===== config.mk =====
export PLATFORM = sky130hd
export DESIGN_NAME = prescale_chain
export DESIGN_NICKNAME = d
export VERILOG_FILES = /design/src/rtl/prescale_pkg.sv /design/src/rtl/hf_stage.sv /design/src/rtl/frac_stage.sv /design/src/rtl/divn_regs.sv /design/src/rtl/divn_stage.sv /design/src/rtl/prescale_chain.sv
export SDC_FILE = /design/constraint.sdc
export NUM_CORES = 1
export LEC_CHECK = 0
export ABC_AREA = 1
export BUFFER_PORTS_ARGS = -buffer_cell sky130_fd_sc_hd__buf_2
export CAP_MARGIN = 20
export CELL_PAD_IN_SITES_DETAIL_PLACEMENT = 2
export CELL_PAD_IN_SITES_GLOBAL_PLACEMENT = 2
export CORE_MARGIN = 4
export CORE_UTILIZATION = 30
export CTS_CLUSTER_SIZE = 12
export DETAILED_ROUTE_END_ITERATION = 8
export HOLD_SLACK_MARGIN = 0.15
export MAX_ROUTING_LAYER = met4
export PLACE_DENSITY = 0.81
export SYNTH_ARGS = -nofsm -noshare
export SYNTH_HDL_FRONTEND = slang
export SYNTH_SLANG_ARGS = --single-unit

===== constraint.sdc =====
create_clock -name clk -period 4.3 [get_ports clk]
set_input_delay 0.86 -clock clk [delete_from_list [all_inputs] [get_ports clk]]
set_output_delay 0.86 -clock clk [all_outputs]
set_load 0.02 [all_outputs]

===== src/rtl/prescale_pkg.sv =====
// Package: shared encodings for the reference pre-divider chain.
// Assumes: nothing; pure type and constant definitions.
package prescale_pkg;

    // Prescaler select encoding; both 00 and 11 pass the strobe through.
    typedef enum logic [1:0] {
        HF_PASS   = 2'b00,
        HF_DIV4   = 2'b01,
        HF_DIV5   = 2'b10,
        HF_PASS_B = 2'b11
    } hf_sel_t;

    localparam int HF_DIV4_LAST = 3;
    localparam int HF_DIV5_LAST = 4;

endpackage


===== src/rtl/hf_stage.sv =====
// Module: hf_stage
// What: optional ÷4/÷5 prescaler acting on an enable strobe.
// Assumes: in_en is a one-cycle strobe; the output is combinational from
// in_en, so a strobe leaves in the same cycle it arrives.
module hf_stage
    import prescale_pkg::*;
#(
    parameter bit PRESENT = 1'b1
) (
    input  logic       clk,
    input  logic       rst_n,
    input  logic [1:0] sel,
    input  logic       in_en,
    output logic       out_en
);

    generate
        if (PRESENT) begin : g_hf
            logic [2:0] cnt;
            logic [2:0] last;
            logic       active;

            // Decode the select into an active flag and a terminal count.
            always_comb begin
                active = 1'b0;
                last   = 3'(HF_DIV4_LAST);
                case (hf_sel_t'(sel))
                    HF_DIV4: begin active = 1'b1; last = 3'(HF_DIV4_LAST); end
                    HF_DIV5: begin active = 1'b1; last = 3'(HF_DIV5_LAST); end
                    default: begin active = 1'b0; last = 3'(HF_DIV4_LAST); end
                endcase
            end

            // Strobe out on the input strobe that meets the terminal count.
            always_comb begin
                if (active) out_en = in_en && (cnt >= last);
                else        out_en = in_en;
            end

            // Count input strobes; wrap at the terminal count; idle at zero.
            always_ff @(posedge clk) begin
                if (!rst_n)        cnt <= '0;
                else if (!active)  cnt <= '0;
                else if (in_en)    cnt <= (cnt >= last) ? 3'd0 : cnt + 3'd1;
            end
        end else begin : g_no_hf
            logic unused_ok;
            // No prescaler built: the strobe passes straight through.
            always_comb begin
                out_en    = in_en;
                unused_ok = ^{clk, rst_n, sel};
            end
        end
    endgenerate

endmodule


===== src/rtl/frac_stage.sv =====
// Module: frac_stage
// What: P/Q fractional divider built as a phase accumulator. Adds Q per
// input strobe and emits a strobe when the sum reaches P, then subtracts P.
// Assumes: P and Q are held steady while in use; Q = 0 or P < Q selects
// pass-through and holds the accumulator at zero.
module frac_stage #(
    parameter int PQ_W = 16
) (
    input  logic            clk,
    input  logic            rst_n,
    input  logic [PQ_W-1:0] p,
    input  logic [PQ_W-1:0] q,
    input  logic            in_en,
    output logic            out_en
);

    localparam int SUM_W = PQ_W + 1;

    logic [PQ_W-1:0]  acc;
    logic [SUM_W-1:0] sum;
    logic             hit;
    logic             enable;

    // Decide whether the settings describe a legal ratio and form the sum.
    always_comb begin
        enable = (q != '0) && (p >= q);
        sum    = {1'b0, acc} + {1'b0, q};
        hit    = (sum >= {1'b0, p});
    end

    // Emit on overflow of the accumulator, or pass through when bypassed.
    always_comb begin
        if (enable) out_en = in_en && hit;
        else        out_en = in_en;
    end

    // Advance the phase accumulator on each input strobe.
    always_ff @(posedge clk) begin
        if (!rst_n)        acc <= '0;
        else if (!enable)  acc <= '0;
        else if (in_en)    acc <= hit ? PQ_W'(sum - {1'b0, p}) : PQ_W'(sum);
    end

endmodule


===== src/rtl/divn_regs.sv =====
// Module: divn_regs
// What: two-step load of the integer factor. A low-byte write is staged; a
// high-byte write commits {high bits, staged byte}, clamped to MAX_VAL.
// Assumes: software writes low then high; commit is a same-cycle strobe.
module divn_regs #(
    parameter int DIVN_W  = 15,
    parameter int BYTE_W  = 8,
    parameter int MAX_VAL = 19439
) (
    input  logic              clk,
    input  logic              rst_n,
    input  logic              wr_en,
    input  logic              wr_hi,
    input  logic [BYTE_W-1:0] wr_data,
    output logic [DIVN_W-1:0] active,
    output logic              commit
);

    localparam int HI_W = DIVN_W - BYTE_W;

    logic [BYTE_W-1:0] stage_lo;
    logic [DIVN_W-1:0] cand;

    // Assemble the candidate value and flag the committing write.
    always_comb begin
        cand   = {wr_data[HI_W-1:0], stage_lo};
        commit = wr_en && wr_hi;
    end

    // Hold the low byte until the high byte arrives.
    always_ff @(posedge clk) begin
        if (!rst_n)               stage_lo <= '0;
        else if (wr_en && !wr_hi) stage_lo <= wr_data;
    end

    // Load the active factor on commit, limited to the legal top value.
    always_ff @(posedge clk) begin
        if (!rst_n)      active <= '0;
        else if (commit) active <= (cand > DIVN_W'(MAX_VAL)) ? DIVN_W'(MAX_VAL) : cand;
    end

endmodule


===== src/rtl/divn_stage.sv =====
// Module: divn_stage
// What: integer divider by (factor + 1) on an enable strobe, with bypass
// when both control bits are zero. Restarts from zero on every commit.
// Assumes: factor and restart come from divn_regs; output is same-cycle.
module divn_stage #(
    parameter int DIVN_W = 15
) (
    input  logic              clk,
    input  logic              rst_n,
    input  logic [1:0]        ctl,
    input  logic [DIVN_W-1:0] factor,
    input  logic              restart,
    input  logic              in_en,
    output logic              out_en,
    output logic [DIVN_W-1:0] cnt
);

    logic enable;
    logic term;

    // Enable unless both control bits are low; detect terminal count.
    always_comb begin
        enable = (ctl != 2'b00);
        term   = (cnt >= factor);
    end

    // Strobe out on the terminal input strobe, or pass through in bypass.
    always_comb begin
        if (enable) out_en = in_en && term;
        else        out_en = in_en;
    end

    // Count strobes, reload at terminal count, clear on commit or bypass.
    always_ff @(posedge clk) begin
        if (!rst_n)              cnt <= '0;
        else if (restart)        cnt <= '0;
        else if (!enable)        cnt <= '0;
        else if (in_en)          cnt <= term ? '0 : cnt + 1'b1;
    end

endmodule


===== src/rtl/prescale_chain.sv =====
// Module: prescale_chain (top)
// What: prescaler -> fractional P/Q -> integer divider, all on strobes of
// one system clock, with a byte-wide port for loading the integer factor.
// Assumes: in_en is at most one cycle per input clock edge; configuration
// inputs are changed only while the chain is idle or in reset.
module prescale_chain #(
    parameter bit HF_PRESENT = 1'b1,
    parameter int PQ_W       = 16,
    parameter int DIVN_W     = 15,
    parameter int BYTE_W     = 8,
    parameter int DIVN_MAX   = 19439
) (
    input  logic              clk,
    input  logic              rst_n,
    input  logic              in_en,
    input  logic [1:0]        hf_sel,
    input  logic [PQ_W-1:0]   frac_p,
    input  logic [PQ_W-1:0]   frac_q,
    input  logic [1:0]        divn_ctl,
    input  logic              wr_en,
    input  logic              wr_hi,
    input  logic [BYTE_W-1:0] wr_data,
    output logic              out_en
);

    logic              hf_out;
    logic              frac_out;
    logic [DIVN_W-1:0] divn_active;
    logic              divn_commit;
    logic [DIVN_W-1:0] divn_cnt;

    hf_stage #(.PRESENT(HF_PRESENT)) u_hf (
        .clk(clk), .rst_n(rst_n), .sel(hf_sel),
        .in_en(in_en), .out_en(hf_out)
    );

    frac_stage #(.PQ_W(PQ_W)) u_frac (
        .clk(clk), .rst_n(rst_n), .p(frac_p), .q(frac_q),
        .in_en(hf_out), .out_en(frac_out)
    );

    divn_regs #(.DIVN_W(DIVN_W), .BYTE_W(BYTE_W), .MAX_VAL(DIVN_MAX)) u_regs (
        .clk(clk), .rst_n(rst_n), .wr_en(wr_en), .wr_hi(wr_hi),
        .wr_data(wr_data), .active(divn_active), .commit(divn_commit)
    );

    divn_stage #(.DIVN_W(DIVN_W)) u_divn (
        .clk(clk), .rst_n(rst_n), .ctl(divn_ctl), .factor(divn_active),
        .restart(divn_commit), .in_en(frac_out), .out_en(out_en),
        .cnt(divn_cnt)
    );

endmodule


# After elaboration in Yosys (flattened, before gate mapping)
# Index checks and enable logic that the tools add are counted.
# W data, S select, Z words.
dict set report word_totals {
  reg_bits 57
  wordCells 40
  in_bits 49
  output_inout_bits 1
}
dict set report op_classes {
  order_cmp 5
  n_bitwise 2
  n_eq_ne 2
  n_reduce_logical 13
  add_sub_neg 4
  mux 9
}
# cell n
set ops {}
lappend ops {{$mux W15} 2}
lappend ops {{$add A16 B16 Y17} 1}
lappend ops {{$ge A17 B16 Y1} 1}
lappend ops {{$ge A16 B16 Y1} 1}
lappend ops {{$mux W16} 1}
lappend ops {{$reduce_bool A16 Y1} 1}
lappend ops {{$sub A16 B16 Y16} 1}
lappend ops {{$add A15 B1 Y15 const B} 1}
lappend ops {{$ge A15 B15 Y1} 1}
lappend ops {{$gt A15 B15 Y1 const B} 1}
lappend ops {{$logic_and A1 B1 Y1} 6}
lappend ops {{$mux W3} 2}
lappend ops {{$mux W1} 4}
lappend ops {{$reduce_and A2 Y1} 2}
lappend ops {{$add A3 B1 Y3 const B} 1}
lappend ops {{$ge A3 B3 Y1} 1}
lappend ops {{$reduce_or A3 Y1} 1}
lappend ops {{$eq A2 B1 Y1 const B} 1}
lappend ops {{$eq A2 B2 Y1 const B} 1}
lappend ops {{$not A1 Y1} 2}
lappend ops {{$reduce_bool A2 Y1} 1}
lappend ops {{$reduce_or A2 Y1} 1}
lappend ops {{$logic_not A1 Y1} 1}

# Longest topological paths before layout
dict set report logic_depth {
  depth_word 9
  mapped_depth 26
  mapped_depth_nobuf 25
}

# Hierarchy
# Synthesis repeated with hierarchy kept, for this count alone.
dict set report unflattened {
  cells_unflattened 913
  area_unflattened_um2 5890.6
}
# mod instances area_per_inst_um2 cells_per_inst seq_area_each_um2
set by_module_without_submodules {}
lappend by_module_without_submodules {frac_stage 1 3590.9 594 320.3}
lappend by_module_without_submodules {divn_stage 1 1183.6 172 300.3}
lappend by_module_without_submodules {divn_regs 1 873.3 115 460.4}
lappend by_module_without_submodules {hf_stage 1 242.7 32 60.1}

# Least setup slack after synthesis
# Ideal clock, no wire load.
dict set report synth_timing {
  path_type {input to output}
  startpoint {in frac_q[0]}
  endpoint {out out_en}
  required_ns 3.440
  n_path_buf 1
  setup_slack_ns -0.076
  cell_stages 20
  arrival_time_ns 3.516
  cell_sequence {ha_1 fa_1 nand2_1 nand2_1 nand3_2 nand2_4 nand2_1 nand3b_1 nand2_1 inv_1 ha_1 nand2_1 nor2_1 nand2_1 nor3_4 nor2_8 nand4_4 buf_4 nand3_1 nand2_1}
}
dict set report synth_via {
  elab_chain_len 6
  elab_cells_between_ends 9
  cone_classes {add/sub: 1; order compare: 2; mux: 2; reduce/logical: 4}
}
# element line
set synth_rtl {}
lappend synth_rtl {{from (decl)} prescale_chain.sv:18} ;# input logic [PQ_W-1:0] frac_q,
lappend synth_rtl {{$add A16 B16 Y17} frac_stage.sv:27} ;# sum = {1'b0, acc} + {1'b0, q};
lappend synth_rtl {{$ge A17 B16 Y1} frac_stage.sv:28} ;# hit = (sum >= {1'b0, p});
lappend synth_rtl {{$logic_and A1 B1 Y1} frac_stage.sv:33} ;# if (enable) out_en = in_en && hit;
lappend synth_rtl {{$mux W1 (*)} frac_stage.sv:33}
lappend synth_rtl {{$logic_and A1 B1 Y1} divn_stage.sv:29} ;# if (enable) out_en = in_en && term;
lappend synth_rtl {{$mux W1 (*)} divn_stage.sv:29}
lappend synth_rtl {{to (decl)} prescale_chain.sv:23} ;# output logic out_en
# Mark *: on every way between the ends. The rest lies on a longest branch, timed or not.

# Final worst setup path
dict set report layout_timing {
  startpoint {in frac_q[4]}
  endpoint {out out_en}
}
# The elaborated chain is that of the path after synthesis.

==> summary.md <==
| Metric | Value |
|---|---|
| Maximum number of pins on one net before global-route repair | 30 |
| Slowest stage cell, crit path | sky130_fd_sc_hd__nor3_4 |
| Source-to-sink clock delay at the later pin of the worst-skew pair | 0.36 ns |
| Worst vdd rail ir drop | 0.344 mV |
| Crit Path Category | in2out |
| Register area share after synthesis | 20.1% |
| Largest fanout of any net on the critical path | 4 |
| Kind of launch point of the worst setup path | input port |
| Total count of max-transition violations in the final report | 0 |
| Largest stage delay on the critical path | 0.40 ns |
| Accumulated negative setup slack | -0.530 ns |
| Clock tree skew after final layout | 0.0196 ns |
| Total of buffers placed on input and output ports | 49 |
| Initial Util | 30.4% |
| Gate count of the mapped netlist | 872 |
| Worst slew pin tran | 0.743 ns |
| Required time at the endpoint of the critical path | 3.44 ns |
| Fillers | 2140 |
| Number of iterations in the first detailed-routing pass | 5 |
| Die area | 21200 sq um |
| CTS clock-pin slew for the worst setup and hold paths | 0.05 ns |
| Maximum Capacitance Violations | 0 |
| Antenna Violating Nets Remaining | 0 |
| Final Cycle Share | 110% |
| Yosys reg bits | 57 |
| Bufs on Longest Clock Path | 2 |
| Count of nets after finishing | 1164 |
| Destination of the worst register-to-register timing path | u_frac.acc[9] |
| Post-synth top flop | sky130_fd_sc_hd__dfxtp_1 |
| Async set-or-reset flop fraction in the synthesized netlist | 0% |
| Number of H-tree branching levels | 3 |
| Lkg Pwr | 3.91 nW |
| Number of placed instances, taps included | 1237 |
| DRC errors left | 0 |
| Total global-route track usage | 28.9% |
| Detailed placement HPWL | 19400 um |
| Die extent in x | 145 um |
| Maximum achievable frequency | 211 MHz |
| Critical Path, Cell by Cell | buf_4, ha_4, nand2_4, o21bai_4, nand2_1, nand2_1, nand3b_1, xor2_2, inv_2, ha_4, nand2_4, nor2_4, nand2_2, nor3_4, nor2_8, nand4_4, nand3_2, nand2_2, buf_6 |
| Kind of end point of the critical path | output port |
| Routed Wire Length | 35400 um |
| Post-synth net total | 992 |
| Type of the worst min-delay path | reg2reg |
| RSZ-0062 raised after global routing | true |
| Total power density per cell area | 342 nW/um^2 |
| Mean post-synth cell area | 6.50 sq um |
| Number of buffers inserted during clock tree synthesis | 9 |
| Total congestion overflow after global routing | 0 |
| Internal reg-to-reg setup slack | 0.24 ns |
| Cell area reported after detailed placement | 6900 sq um |
| Vias after detailed routing | 7226 |
| Count of distinct cell types in the synthesized netlist | 43 |
| Warning count from the yosys run | 0 |
| Hold worst-path end | u_frac.acc[15] |
| Root Buffer Master | sky130_fd_sc_hd__clkbuf_16 |
| Reg-to-Reg Start | u_frac.acc[2] |
| Number of rows in the core area | 50 |
| Final design instance area without fill | 8200 sq um |
| Final hold violations | 0 |
| Initial antenna violation count | 1 |
| Number of placed I/O pins | 50 |
| Proportion of layout cells with a drive suffix above 1 | 35.0% |
| Least setup slack across all paths after layout | -0.433 ns |
| Vias in the first global route | 7942 |
| Worst Min Path Start | u_frac.acc[15] |
| Clk sink count | 57 |
| Core area | 18600 sq um |
| Violations in the final reports | setup timing |
| Routability-driven placement congestion ratio | 0.881 |
| Tmin final | 4.73 ns |
| Die boundary height | 145 um |
| Hold Worst Slack | 0.495 ns |
| Run status | finished with violations |
| Average routed wire per standard cell | 27.6 um |
| Via count normalized by instance count | 5.63 |
| Number of flops mapped to enable cells by yosys | 0 |
| Area added between synthesis and finish | 44.6% |
| Worst slew margin relative to its limit | 50.2% |
| Number of violations reported at the end of detailed-routing iteration 0 | 451 |
| Worst-case reg-to-reg path depth | 22 |
| Post-synthesis instance area | 5670 sq um |
| Count of non-filler cells in the finished layout | 1284 |
| CTS tree | yes |
| Global-route wire length before repair | 46400 um |
| Hold depth | 2 |
| Final setup viols | 5 |
| Data arrival time of the critical path | 3.87 ns |
[critical path: cells and delay by family]
| family | cells | cell delay [ns] |
|---|---|---|
| compound gates | 1 | 0.19 |
| xor+xnor | 1 | 0.29 |
| simple gates | 12 | 1.50 |
| buf+inv | 3 | 0.36 |
| fa+ha+maj | 2 | 0.67 |
[cell families (layout without fill, tap and decap cells)]
| kind of cell | Yosys count | in the layout | synth area share, % |
|---|---|---|---|
| xor+xnor | 28 | 28 | 4.32 |
| fa+ha+maj | 71 | 71 | 15.9 |
| other cells | 0 | 1 | 0 |
| compound gates | 139 | 139 | 14.6 |
| flops | 57 | 57 | 20.1 |
| simple gates | 423 | 423 | 34.2 |
| buf+inv | 154 | 331 | 10.8 |
[layout by cell type, fill, tap and decap left out, drive strengths merged]
cell type / instances
o21ai: 39
clkinvlp: 1
clkinv: 4
nand3b: 8
nand4: 13
nand3: 71
dfxtp: 57
a31oi: 4
nor3: 8
xor2: 19
nor4: 2
buf: 178
nand2: 230
nor3b: 1
diode: 1
o211ai: 1
o21bai: 6
ha: 69
a21oi: 86
a21o: 1
and2: 1
bufinv: 1
xnor2: 9
o21a: 2
and3: 1
inv: 138
fa: 2
or2: 6
clkbuf: 9
nor2: 82
[sequential cells by signal, summed over array words and instances (netlist names)]
signal           count
u_regs.stage_lo      8
u_regs.active       15
u_frac.acc          16
u_hf.g_hf.cnt        3
u_divn.cnt          15
[area by class of cell]
class	instances	area, sq um	share of cell area, %
sequential	57	1140	13.9
multi-input combinational	661	4690	57.2
clock buffer	9	225	2.75
tap	234	293	3.57
antenna	1	2.50	0.0305
timing repair buffer	178	1250	15.3
clock inverter	7	77.6	0.946
inverter	137	514	6.27
[power by group]
part / internal, mW / switching, mW
sequential: 0.553 / 0.0252
combinational: 0.565 / 0.893
clock: 0.453 / 0.310
[synth_stat cells (9+ instances only)]
library cell	instances	share of area, %
sky130_fd_sc_hd__a21oi_1	66	5.8
sky130_fd_sc_hd__a21oi_2	18	2.8
sky130_fd_sc_hd__dfxtp_1	57	20
sky130_fd_sc_hd__ha_1	69	15
sky130_fd_sc_hd__inv_1	132	8.7
sky130_fd_sc_hd__nand2_1	206	14
sky130_fd_sc_hd__nand2_2	17	1.9
sky130_fd_sc_hd__nand3_1	70	6.2
sky130_fd_sc_hd__nand4_1	12	1.3
sky130_fd_sc_hd__nor2_1	80	5.3
sky130_fd_sc_hd__o21ai_0	35	3.1
sky130_fd_sc_hd__xnor2_1	9	1.4
sky130_fd_sc_hd__xor2_1	19	2.9
[metal layers]
| layer | part of all wire (%) | routed length (um) | vias to the layer above | global-route usage [%] |
|---|---|---|---|---|
| met5 | 0 | 0 | - | - |
| met1 | 38 | 13400 | 3611 | 30.4 |
| met2 | 51 | 17900 | 305 | 51.6 |
| met3 | 4.5 | 1600 | 155 | 4.52 |
| li1 | - | - | 3155 | - |
| met4 | 7.1 | 2520 | 0 | 16.0 |
[repair_timing]
action | 4_1_cts | 5_1_grt
setup buffers | 19 | 11
setup endpoints to repair | 1 | 2
resized for setup | 76 | 82
hold buffers | 0 | 0
pin swaps | 38 | 42
[per-stage QoR]
| stage | setup WS (ns) | utilization, % | total power [mW] |
|---|---|---|---|
| after floorplan | 0.0112 | - | 1.18 |
| after global placement | -0.307 | 37.0 | 1.55 |
| after detailed placement | -0.599 | 37.0 | 1.61 |
| after CTS | -0.151 | 41.5 | 2.51 |
| after global routing | -0.487 | 44.0 | 2.90 |
| final | -0.433 | 44.0 | 2.80 |
[worst max-delay path by stage]
stage                    from     end  slack [ns]
finish              frac_q[4]  out_en       -0.43
CTS                 frac_q[0]  out_en       -0.15
floorplan           frac_q[0]  out_en        0.01
detailed placement  frac_q[0]  out_en       -0.60
global route        frac_q[4]  out_en       -0.49
global placement    frac_q[6]  out_en       -0.31
Note: power is estimated with default switching activity, not from simulation.
